<file path="config.mk">
export PLATFORM = sky130hd
export DESIGN_NAME = hexpage_display
export DESIGN_NICKNAME = d
export VERILOG_FILES = /design/src/rtl/hexpage_display.sv
export SDC_FILE = /design/constraint.sdc
export NUM_CORES = 1
export LEC_CHECK = 0
export CAP_MARGIN = 20
export CORE_MARGIN = 4
export CORE_UTILIZATION = 29
export DETAILED_ROUTE_END_ITERATION = 8
export PLACE_DENSITY = 0.66
export SYNTH_ARGS = -nofsm -noshare
export SYNTH_HDL_FRONTEND = slang
export SYNTH_SLANG_ARGS = --single-unit
</file>
<file path="constraint.sdc">
create_clock -name clk -period 9.5 [get_ports clk]
set_input_delay 1.9 -clock clk [delete_from_list [all_inputs] [get_ports clk]]
set_output_delay 1.9 -clock clk [all_outputs]
set_load 0.01 [all_outputs]
</file>
<file path="src/rtl/hexpage_display.sv">
module hexpage_display #(
  parameter int CLK_HZ   = 100_000_000,
  parameter int DIGIT_HZ = 1_000,
  parameter int DIGITS   = 8,
  parameter int WORD_W   = 128
) (
  input  logic                          clk,
  input  logic                          rst_n,
  input  logic [WORD_W-1:0]             value,
  input  logic [$clog2(WORD_W/(DIGITS*4))-1:0] page_sel,
  output logic [DIGITS-1:0]             an_n,
  output logic [6:0]                    seg_n
);
  localparam int PAGE_W = DIGITS * 4;
  localparam int PAGES  = WORD_W / PAGE_W;
  localparam int SW     = $clog2(PAGES);
  localparam int STEP   = CLK_HZ / (DIGIT_HZ * DIGITS);
  localparam int CW     = $clog2(STEP + 1);
  localparam int IW     = $clog2(DIGITS);

  logic [SW-1:0]     sel_s1, sel_s2;
  logic [CW-1:0]     div_cnt;
  logic [IW-1:0]     dig_idx;
  logic              tick;
  logic [PAGE_W-1:0] page_word;
  logic [3:0]        nib;
  logic [6:0]        glyph;

  always_ff @(posedge clk) begin
    if (!rst_n) begin
      sel_s1 <= '0;
      sel_s2 <= '0;
    end else begin
      sel_s1 <= page_sel;
      sel_s2 <= sel_s1;
    end
  end

  assign tick = (div_cnt == CW'(STEP - 1));

  always_ff @(posedge clk) begin
    if (!rst_n) begin
      div_cnt <= '0;
      dig_idx <= '0;
    end else if (tick) begin
      div_cnt <= '0;
      dig_idx <= (dig_idx == IW'(DIGITS - 1)) ? '0 : dig_idx + 1'b1;
    end else begin
      div_cnt <= div_cnt + 1'b1;
    end
  end

  assign page_word = value[int'(sel_s2) * PAGE_W +: PAGE_W];
  assign nib       = page_word[int'(dig_idx) * 4 +: 4];

  always_comb begin
    case (nib)
      4'h0: glyph = 7'h3F;
      4'h1: glyph = 7'h06;
      4'h2: glyph = 7'h5B;
      4'h3: glyph = 7'h4F;
      4'h4: glyph = 7'h66;
      4'h5: glyph = 7'h6D;
      4'h6: glyph = 7'h7D;
      4'h7: glyph = 7'h07;
      4'h8: glyph = 7'h7F;
      4'h9: glyph = 7'h6F;
      4'hA: glyph = 7'h77;
      4'hB: glyph = 7'h7C;
      4'hC: glyph = 7'h39;
      4'hD: glyph = 7'h5E;
      4'hE: glyph = 7'h79;
      default: glyph = 7'h71;
    endcase
  end

  assign an_n  = rst_n ? ~(DIGITS'(1) << dig_idx) : '1;
  assign seg_n = rst_n ? ~glyph : '1;

  // scanning starts on the rightmost digit
  p_first_digit_r1: assert property (@(posedge clk) disable iff (!rst_n)
    $rose(rst_n) |-> !an_n[0]);

  p_one_anode_r2: assert property (@(posedge clk) disable iff (!rst_n)
    $countones(~an_n) == 1);

  p_hold_r3: assert property (@(posedge clk) disable iff (!rst_n)
    (!tick && $past(rst_n)) |=> $stable(an_n));

  p_wrap_r3: assert property (@(posedge clk) disable iff (!rst_n)
    (tick && !an_n[DIGITS-1]) |=> !an_n[0]);

  p_div_range_r7: assert property (@(posedge clk) disable iff (!rst_n)
    div_cnt < CW'(STEP));
endmodule

</file>
==> Word level (Yosys, flattened, before mapping) <==
Memory sizes are Yosys's and may differ from the RTL's.
Cells that the tools add are included.
{ "word_totals": {"reg_bits": 21, "latchBits": 0, "ramBits": 0, "romBits": 112, "input_bits": 132, "out_inout_bits": 15, "elab_cells": 19, "mem_count": 1} }
{ "mem_list": {"columns": ["memory", "words", "width", "read_ports", "rd_ports_with_merged_regs", "wr", "line_no", "rtl"], "rows": [
  ["(name not given)", 16, 7, 1, 0, 0, "57", "case (nib)"]
]} }
{ "op_classes": {"addsub": 2, "n_mul": 0, "n_div": 0, "n_lt_le_gt_ge": 0, "eq_ne": 2, "n_shift": 3, "mux": 3, "bitwise_logic": 3, "reduce_logical": 1} }
{ "op_table": {"columns": ["op", "count"], "rows": [
  ["128-bit by 8-bit variable part select with 32-bit output", 1],
  ["32-bit by 6-bit variable part select with 4-bit output", 1],
  ["14-bit by 1-bit adder with 14-bit output, second input constant", 1],
  ["14-bit == test, second input constant", 1],
  ["8-bit two-way mux", 1],
  ["8-bit NOT", 1],
  ["1-bit by 3-bit left shift with 8-bit output, first input constant", 1],
  ["7-bit two-way mux", 1],
  ["7-bit NOT", 1],
  ["3-bit by 1-bit adder with 3-bit output, second input constant", 1],
  ["3-bit == test, second input constant", 1],
  ["3-bit two-way mux", 1],
  ["2-bit OR reduction", 1],
  ["1-bit NOT", 1]
]} }

==> Longest topological paths before layout <==
Gate-level depths: netlist of the first run.
An unclocked memory read counts as a cell.
{ "depth": {"ltp_word": 5, "ltp_mapped": 12, "depth_no_buf": 10} }

==> Worst setup path after synthesis of the first run <==
No wires, ideal clock.
{ "synth_timing": {"path_type": "in2out", "from": "in value[57]", "to": "out seg_n[0]", "arrival_ps": 3714, "required_time_ps": 7600, "setup_slack_ps": 3886, "path_stages": 9, "path_cell_list": "mux4_2 o22ai_1 nor4_1 inv_1 ha_1 inv_1 nor3_1 a2111oi_0 a31oi_1"} }
{ "synth_between": {"elab_chain_len": 5} }
{ "synth_lines": {"columns": ["element", "line_no", "rtl"], "rows": [
  ["from (decl)", "9", "input logic [WORD_W-1:0] value,"],
  ["128-bit by 8-bit variable part select with 32-bit output", "53", "assign page_word = value[int'(sel_s2) * PAGE_W +: PAGE_W];"],
  ["32-bit by 6-bit variable part select with 4-bit output", "54", "assign nib = page_word[int'(dig_idx) * 4 +: 4];"],
  ["memory read 16 x 7 bit", null, null],
  ["7-bit NOT", "78", "assign seg_n = rst_n ? ~glyph : '1;"],
  ["7-bit two-way mux", "78", null],
  ["to (decl)", "12", "output logic [6:0] seg_n"]
]} }
Every way passes these cells.

==> Worst setup path in the final report of the first run <==
{ "layout_timing": {"from": "in value[93]", "to": "out seg_n[3]"} }
Same word-level chain as after synthesis.

==> results.json, run 1 <==
{
  "status": "finished, final reports clean",
  "post_cts.resized_instances": 0,
  "yosys_register_bits": 21,
  "via_count": 2451,
  "max_freq_ghz": 0.143,
  "synth.yosys.seq_area_share_pct": 18.4,
  "yosysMostFrequentCell": "sky130_fd_sc_hd__nand2_1",
  "synth_top_cell_by_area": "sky130_fd_sc_hd__mux4_2",
  "top_level_ports": 147,
  "tns_ns": 0,
  "power.internal_w": 0.000198,
  "synthAdderAreaFrac_pct": 7.13,
  "timing_hold_violations_final": 0,
  "pin_count_of_the_biggest_net_entering_global_routing": 41,
  "fin_worst_skew_ns": 0.00275,
  "crit_fanout": 5,
  "first_global_vias": 2606,
  "cts_max_level": 1,
  "hold_path.startpoint": "sel_s1[0]$_SDFF_PN0_",
  "die_width_um": 96.7,
  "critPathArrivalTime_ns": 5.08,
  "total_switching_power_w": 0.0000654,
  "finalPower_w": 0.000263,
  "timing.slew.headroom_pct": 41.6,
  "die_area_um2": 9350,
  "netlist_top_cells_area": "sky130_fd_sc_hd__mux4_2 (24%), sky130_fd_sc_hd__dfxtp_1 (18%), sky130_fd_sc_hd__ha_1 (7.1%)",
  "global_route.overflow_total": 0,
  "yosys.area_share.xor_xnor_pct": 4.61,
  "layout.nets": 530,
  "synth-async-reset-ratio_pct": 0,
  "leakage_dissipation_nw": 1.35,
  "switching_share_pct": 24.8,
  "syn_inst": 248,
  "clk_latency_ns": 0.26,
  "area_delta_synth_final_pct": 66.9,
  "grt_pass1_wl_mm": 12.1,
  "cts.root.buffer_cell": "sky130_fd_sc_hd__clkbuf_8",
  "postCtsHoldBufs": 0,
  "setup-violations-final": 0,
  "fp.coreArea_um2": 7690,
  "post_synth.cell_area_avg_um2": 9.20,
  "first_iter_violations": 76,
  "path_class": "input pin to output port",
  "grt_antenna_before_repair": 0,
  "die_height_um": 96.7,
  "post_cts.repair.setup_buffers": 0,
  "netlist_area_um2": 2280,
  "combPwrFrac_pct": 43.0,
  "ys_types": 45,
  "slew_violations": 0,
  "power_per_cell_area_nw_per_um2": 69.1,
  "portBuffers": 146,
  "detailedRoute.firstPassIterationCount": 4,
  "ys_warn_count": 0,
  "worstSetupStartpoint": "value[93]",
  "vdd.ir_drop.worst_mv": 0.0379,
  "wire_length_per_cell_um": 15.5,
  "post-route-drc-count": 0,
  "synth_mux_area_share_pct": 30.7,
  "grtUsageTotal_pct": 15.7,
  "vias_per_cell": 5.04,
  "cts.sink_count": 21,
  "worst_setup_path_end_kind": "output port",
  "hold_path_class": "flop to flop",
  "number_of_diodes_added_for_antenna_fixing": 0,
  "final_min_period_over_clock_period_pct": 73.5,
  "tightestPinTransition_ns": 0.877,
  "synth_commonest_cells": "sky130_fd_sc_hd__nand2_1 (31), sky130_fd_sc_hd__mux4_2 (24), sky130_fd_sc_hd__nor2_1 (23)",
  "cts_made_buffers": 3,
  "routabilityCongestion": 0.879,
  "grt_setup_unrepaired": "no",
  "cts.clk_slew.worst_paths_ns": 0.07,
  "worst_ep_required_time_ns": 7.60,
  "finalWirelength_mm": 7.54,
  "cap_viol_max_count": 0,
  "critical_register_to_register_path_startpoint": "dig_idx[0]$_SDFFE_PN0P_",
  "synth_top_family_by_area": "multiplexers",
  "initial_core_util_pct": 29.7,
  "p_seq_share_pct": 35.3,
  "number_of_enable_flip_flop_cells_after_synthesis": 0,
  "post_route_cells_drive_above_1_share_pct": 9.11,
  "post-route-util_pct": 49.6,
  "yosys_most_used_dff": "sky130_fd_sc_hd__dfxtp_1",
  "max-clock-path-buffers": 2,
  "critical_path.startpoint_type": "input pin",
  "tritoncts": "yes",
  "postSynthNetCount": 393,
  "clock_power_share_pct": 21.7,
  "final.min_clock_period_ns": 6.98,
  "area_fraction_in_compound_gates_after_synthesis_pct": 12.5,
  "dpl.hpwl_mm": 6.44,
  "ant_nets": 0,
  "rows": 32,
  "synth_simple_gate_area_share_pct": 19.8,
  "synth_top_area_share_pct": 23.7
}
[per-stage QoR]
| stage | instance area, um2 | cells | hold WS, ns | worst slack (ns) |
|---|---|---|---|---|
| global placement | 3760 | 482 | 0.414 | 2.72 |
| detailed placement | 3760 | 482 | 0.418 | 2.58 |
| global route | 3810 | 486 | 0.456 | 2.38 |
| finish | 3810 | 486 | 0.433 | 2.52 |
| floorplan | 2280 | 248 | 0.412 | 3.89 |
| CTS | 3810 | 486 | 0.438 | 2.56 |
[cells by family (layout without fill, tap and decap cells)]
logic type,after synthesis,count (layout)
simple gates,95,95
compound gates,42,42
mux,40,40
buf+inv,25,161
flops,21,21
fa+ha+maj,13,13
xor+xnor,12,12
[power by group through the flow]
| stage | Clock [W] | Sequential (W) | Combinational, W |
|---|---|---|---|
| detailed placement | 0 | 0.0000954 | 0.000114 |
| global route | 0.0000633 | 0.0000938 | 0.000123 |
| finish | 0.0000571 | 0.0000930 | 0.000113 |
| global placement | 0 | 0.0000953 | 0.000113 |
| CTS | 0.0000599 | 0.0000933 | 0.000114 |
| floorplan | 0 | 0.0000926 | 0.0000496 |
[worst max-delay path: stages]
cell and delay, ns:
sky130_fd_sc_hd__clkdlybuf4s50_1 0.48, sky130_fd_sc_hd__mux4_2 0.23, sky130_fd_sc_hd__o22ai_1 0.07, sky130_fd_sc_hd__nor4_1 0.70, sky130_fd_sc_hd__inv_1 0.22, sky130_fd_sc_hd__ha_1 0.26, sky130_fd_sc_hd__inv_1 0.07, sky130_fd_sc_hd__nor3_1 0.07
sky130_fd_sc_hd__a2111oi_1 0.48, sky130_fd_sc_hd__nor2_1 0.10, sky130_fd_sc_hd__clkdlybuf4s50_1 0.49
[sequential cells by signal (all words and copies together) (netlist names)]
name,cells
div_cnt,14
dig_idx,3
sel_s1,2
sel_s2,2
[worst paths after layout]
check | endpoint | depth (start not counted) | slack [ns]
min reg2reg | sel_s2[0]$_SDFF_PN0_ | 1 | 0.43
min | sel_s2[0]$_SDFF_PN0_ | 1 | 0.43
max | seg_n[3] | 11 | 2.52
max reg2reg | dig_idx[1]$_SDFFE_PN0P_ | 4 | 7.55
[area by class of cell]
| class | count | area (um2) |
|---|---|---|
| clock inverters | 1 | 5.00 |
| fillers | 732 | 3880 |
| well taps | 102 | 128 |
| inverters | 10 | 37.5 |
| flip-flops and latches | 21 | 423 |
| repair buffers | 147 | 1470 |
| clock buffers | 3 | 41.3 |
| multi-input cells | 202 | 1710 |
[cells in the final DEF (no fill, tap or decap), types with 3 or more instances in the layout]
cell type                         count
sky130_fd_sc_hd__clkdlybuf4s50_1    146
sky130_fd_sc_hd__nand2_1             31
sky130_fd_sc_hd__mux4_2              24
sky130_fd_sc_hd__nor2_1              23
sky130_fd_sc_hd__dfxtp_1             19
sky130_fd_sc_hd__mux2i_1             16
sky130_fd_sc_hd__ha_1                13
sky130_fd_sc_hd__nand3_1             12
sky130_fd_sc_hd__o22ai_1              8
sky130_fd_sc_hd__a22oi_1              8
sky130_fd_sc_hd__and3_1               8
sky130_fd_sc_hd__inv_1                7
sky130_fd_sc_hd__xor2_1               7
sky130_fd_sc_hd__o21ai_0              6
sky130_fd_sc_hd__and2_1               5
sky130_fd_sc_hd__xnor2_1              5
sky130_fd_sc_hd__nor2b_1              4
sky130_fd_sc_hd__a21oi_1              4
sky130_fd_sc_hd__a31oi_1              3
sky130_fd_sc_hd__clkbuf_8             3
[per-layer routing]
| metal | vias to the layer above | share of wire [%] | track usage (%) |
|---|---|---|---|
| li1 | 1205 | - | - |
| met3 | 10 | 9.3 | 4.76 |
| met1 | 1116 | 38 | 17.3 |
| met4 | 0 | 1.4 | 2.92 |
| met5 | - | 0 | 0 |
| met2 | 120 | 52 | 29.7 |
Power figures use the tool's default switching activity.
==> run 2: changes to the inputs <==
PLACE_DENSITY = 0.68   (was 0.66)
clock period = 5.8 ns   (was 9.5 ns; I/O delays follow)
==> results.json, run 2 (synthesized netlist as in run 1, its figures left out) <==
{
  "worst_ep_required_time_ns": 4.64,
  "cts.clk_slew.worst_paths_ns": 0.07,
  "initial_core_util_pct": 29.7,
  "first_iter_violations": 76,
  "leakage_dissipation_nw": 1.36,
  "clk_latency_ns": 0.26,
  "hold_path_class": "flop to flop",
  "pin_count_of_the_biggest_net_entering_global_routing": 29,
  "tns_ns": 0,
  "r2r-end": "dig_idx[1]$_SDFFE_PN0P_",
  "tritoncts": "yes",
  "cap_viol_max_count": 0,
  "timing_hold_violations_final": 0,
  "rows": 32,
  "top_regs": "div_cnt (14), dig_idx (3)",
  "regMostFlops": "div_cnt",
  "critPathArrivalTime_ns": 4.02,
  "cts.sink_count": 21,
  "first_global_vias": 2594,
  "place_ws_ns": 0.599,
  "vias_per_cell": 5.06,
  "portBuffers": 146,
  "cts_made_buffers": 3,
  "grt_antenna_before_repair": 0,
  "grt_setup_unrepaired": "no",
  "postCtsHoldBufs": 0,
  "detailedRoute.firstPassIterationCount": 4,
  "post_cts.repair.setup_buffers": 0,
  "grt_pass1_wl_mm": 12.2,
  "critical_register_to_register_path_startpoint": "dig_idx[0]$_SDFFE_PN0P_",
  "global_route.overflow_total": 0,
  "wire_length_per_cell_um": 15.8,
  "layout.nets": 532,
  "finalNonFillerCells": 488,
  "grtUsageTotal_pct": 16.0,
  "layout.cells.most_common_list": "sky130_fd_sc_hd__clkdlybuf4s50_1 (146), sky130_fd_sc_hd__nand2_1 (31), sky130_fd_sc_hd__mux4_2 (24)",
  "worstRegToRegCells": 4,
  "post-route-drc-count": 0,
  "top_level_ports": 147,
  "hold_crit_endpoint": "sel_s2[1]$_SDFF_PN0_",
  "most_common_cell_after_layout_fill_and_taps_aside": "sky130_fd_sc_hd__clkdlybuf4s50_1",
  "die_width_um": 96.7,
  "finalPower_w": 0.000435,
  "cts.root.buffer_cell": "sky130_fd_sc_hd__clkbuf_8",
  "vdd.ir_drop.worst_mv": 0.0588,
  "finalWirelength_mm": 7.73,
  "fin_area_um2": 3820,
  "dpl_cell_area_um2": 3780,
  "slew_violations": 0,
  "flip_flop_count_of_the_largest_register_after_layout": 14,
  "die_height_um": 96.7,
  "worst_setup_path_end_kind": "output port",
  "timing.slew.headroom_pct": 39.4,
  "multiInputGateArea_um2": 1710,
  "die_area_um2": 9350,
  "critical_path.startpoint_type": "input pin",
  "number_of_diodes_added_for_antenna_fixing": 0,
  "hold_path.startpoint": "sel_s1[1]$_SDFF_PN0_",
  "final-seq-area_um2": 423,
  "fillers": 733,
  "dp_cells": 484,
  "final_min_period_over_clock_period_pct": 89.4,
  "min_path_cells": 1,
  "via_count": 2471,
  "routabilityCongestion": 0.893,
  "setup-violations-final": 0,
  "max-clock-path-buffers": 2,
  "power_per_cell_area_nw_per_um2": 114,
  "post_route_cells_drive_above_1_share_pct": 9.33,
  "ant_nets": 0,
  "fp.coreArea_um2": 7690,
  "dpl.hpwl_mm": 6.65,
  "fin_worst_skew_ns": 0.00241,
  "max_freq_ghz": 0.193,
  "setup_ws_ns": 0.617,
  "final.min_clock_period_ns": 5.18,
  "reg2reg_setup_slack_ns": 3.91,
  "cts_max_level": 1,
  "status": "finished, final reports clean",
  "post_cts.resized_instances": 0,
  "crit_fanout": 7,
  "tightestPinTransition_ns": 0.909,
  "path_class": "input pin to output port",
  "area_delta_synth_final_pct": 67.5
}
-- run 2: cell types whose count changed in the layout (fill, tap and decap cells not counted), sizes merged --
cell    change
clkbuf      +1
clkinv      -1
buf         +2
-- run 2: layout make-up --
class | count | area share, %
timing repair buffer | 149 | 38.8
inverter | 10 | 0.982
multi-input combinational | 202 | 44.6
sequential | 21 | 11.1
tap | 102 | 3.34
clock buffer | 4 | 1.18
-- run 2: metal layers --
layer / part of all wire [%] / global-route usage [%] / wire length (um) / up-vias
met3: 8.0 / 4.33 / 620 / 9
met4: 1.4 / 3.46 / 107 / 0
met1: 37 / 17.1 / 2870 / 1158
met5: 0 / 0 / 0 / -
li1: - / - / - / 1203
met2: 54 / 30.8 / 4140 / 101
-- run 2: report_power, final --
part	total [W]	leakage (nW)	switching, W	internal [W]
Sequential	0.000155	0.171	0.00000746	0.000147
Clock	0.0000950	0.0228	0.0000460	0.0000490
Combinational	0.000185	1.17	0.0000544	0.000130
-- run 2: how the worst max path moves through the flow --
stage               end  slack (ns)        from
6_report       seg_n[0]        0.62   value[60]
5_1_grt        seg_n[0]        0.47  value[124]
4_1_cts        seg_n[0]        0.60  value[124]
3_5_place_dp   seg_n[0]        0.60  value[124]
3_3_place_gp   seg_n[0]        0.65  value[124]
2_1_floorplan  seg_n[0]        1.67   value[57]
-- run 2: metrics by stage --
stage / hold slack, ns / utilization (%)
global placement: 0.418 / 49.2
floorplan: 0.412 / -
CTS: 0.440 / 49.7
global route: 0.446 / 49.7
detailed placement: 0.423 / 49.2
finish: 0.435 / 49.7
-- run 2: critical path, stage by stage --
cell	delay [ns]
sky130_fd_sc_hd__clkdlybuf4s50_1	0.50
sky130_fd_sc_hd__mux4_2	0.25
sky130_fd_sc_hd__o22ai_1	0.07
sky130_fd_sc_hd__or4_4	0.58
sky130_fd_sc_hd__clkinv_1	0.11
sky130_fd_sc_hd__ha_1	0.17
sky130_fd_sc_hd__inv_1	0.05
sky130_fd_sc_hd__nor3_1	0.29
sky130_fd_sc_hd__a2111oi_0	0.12
sky130_fd_sc_hd__a31oi_1	0.16
sky130_fd_sc_hd__clkdlybuf4s50_1	0.56
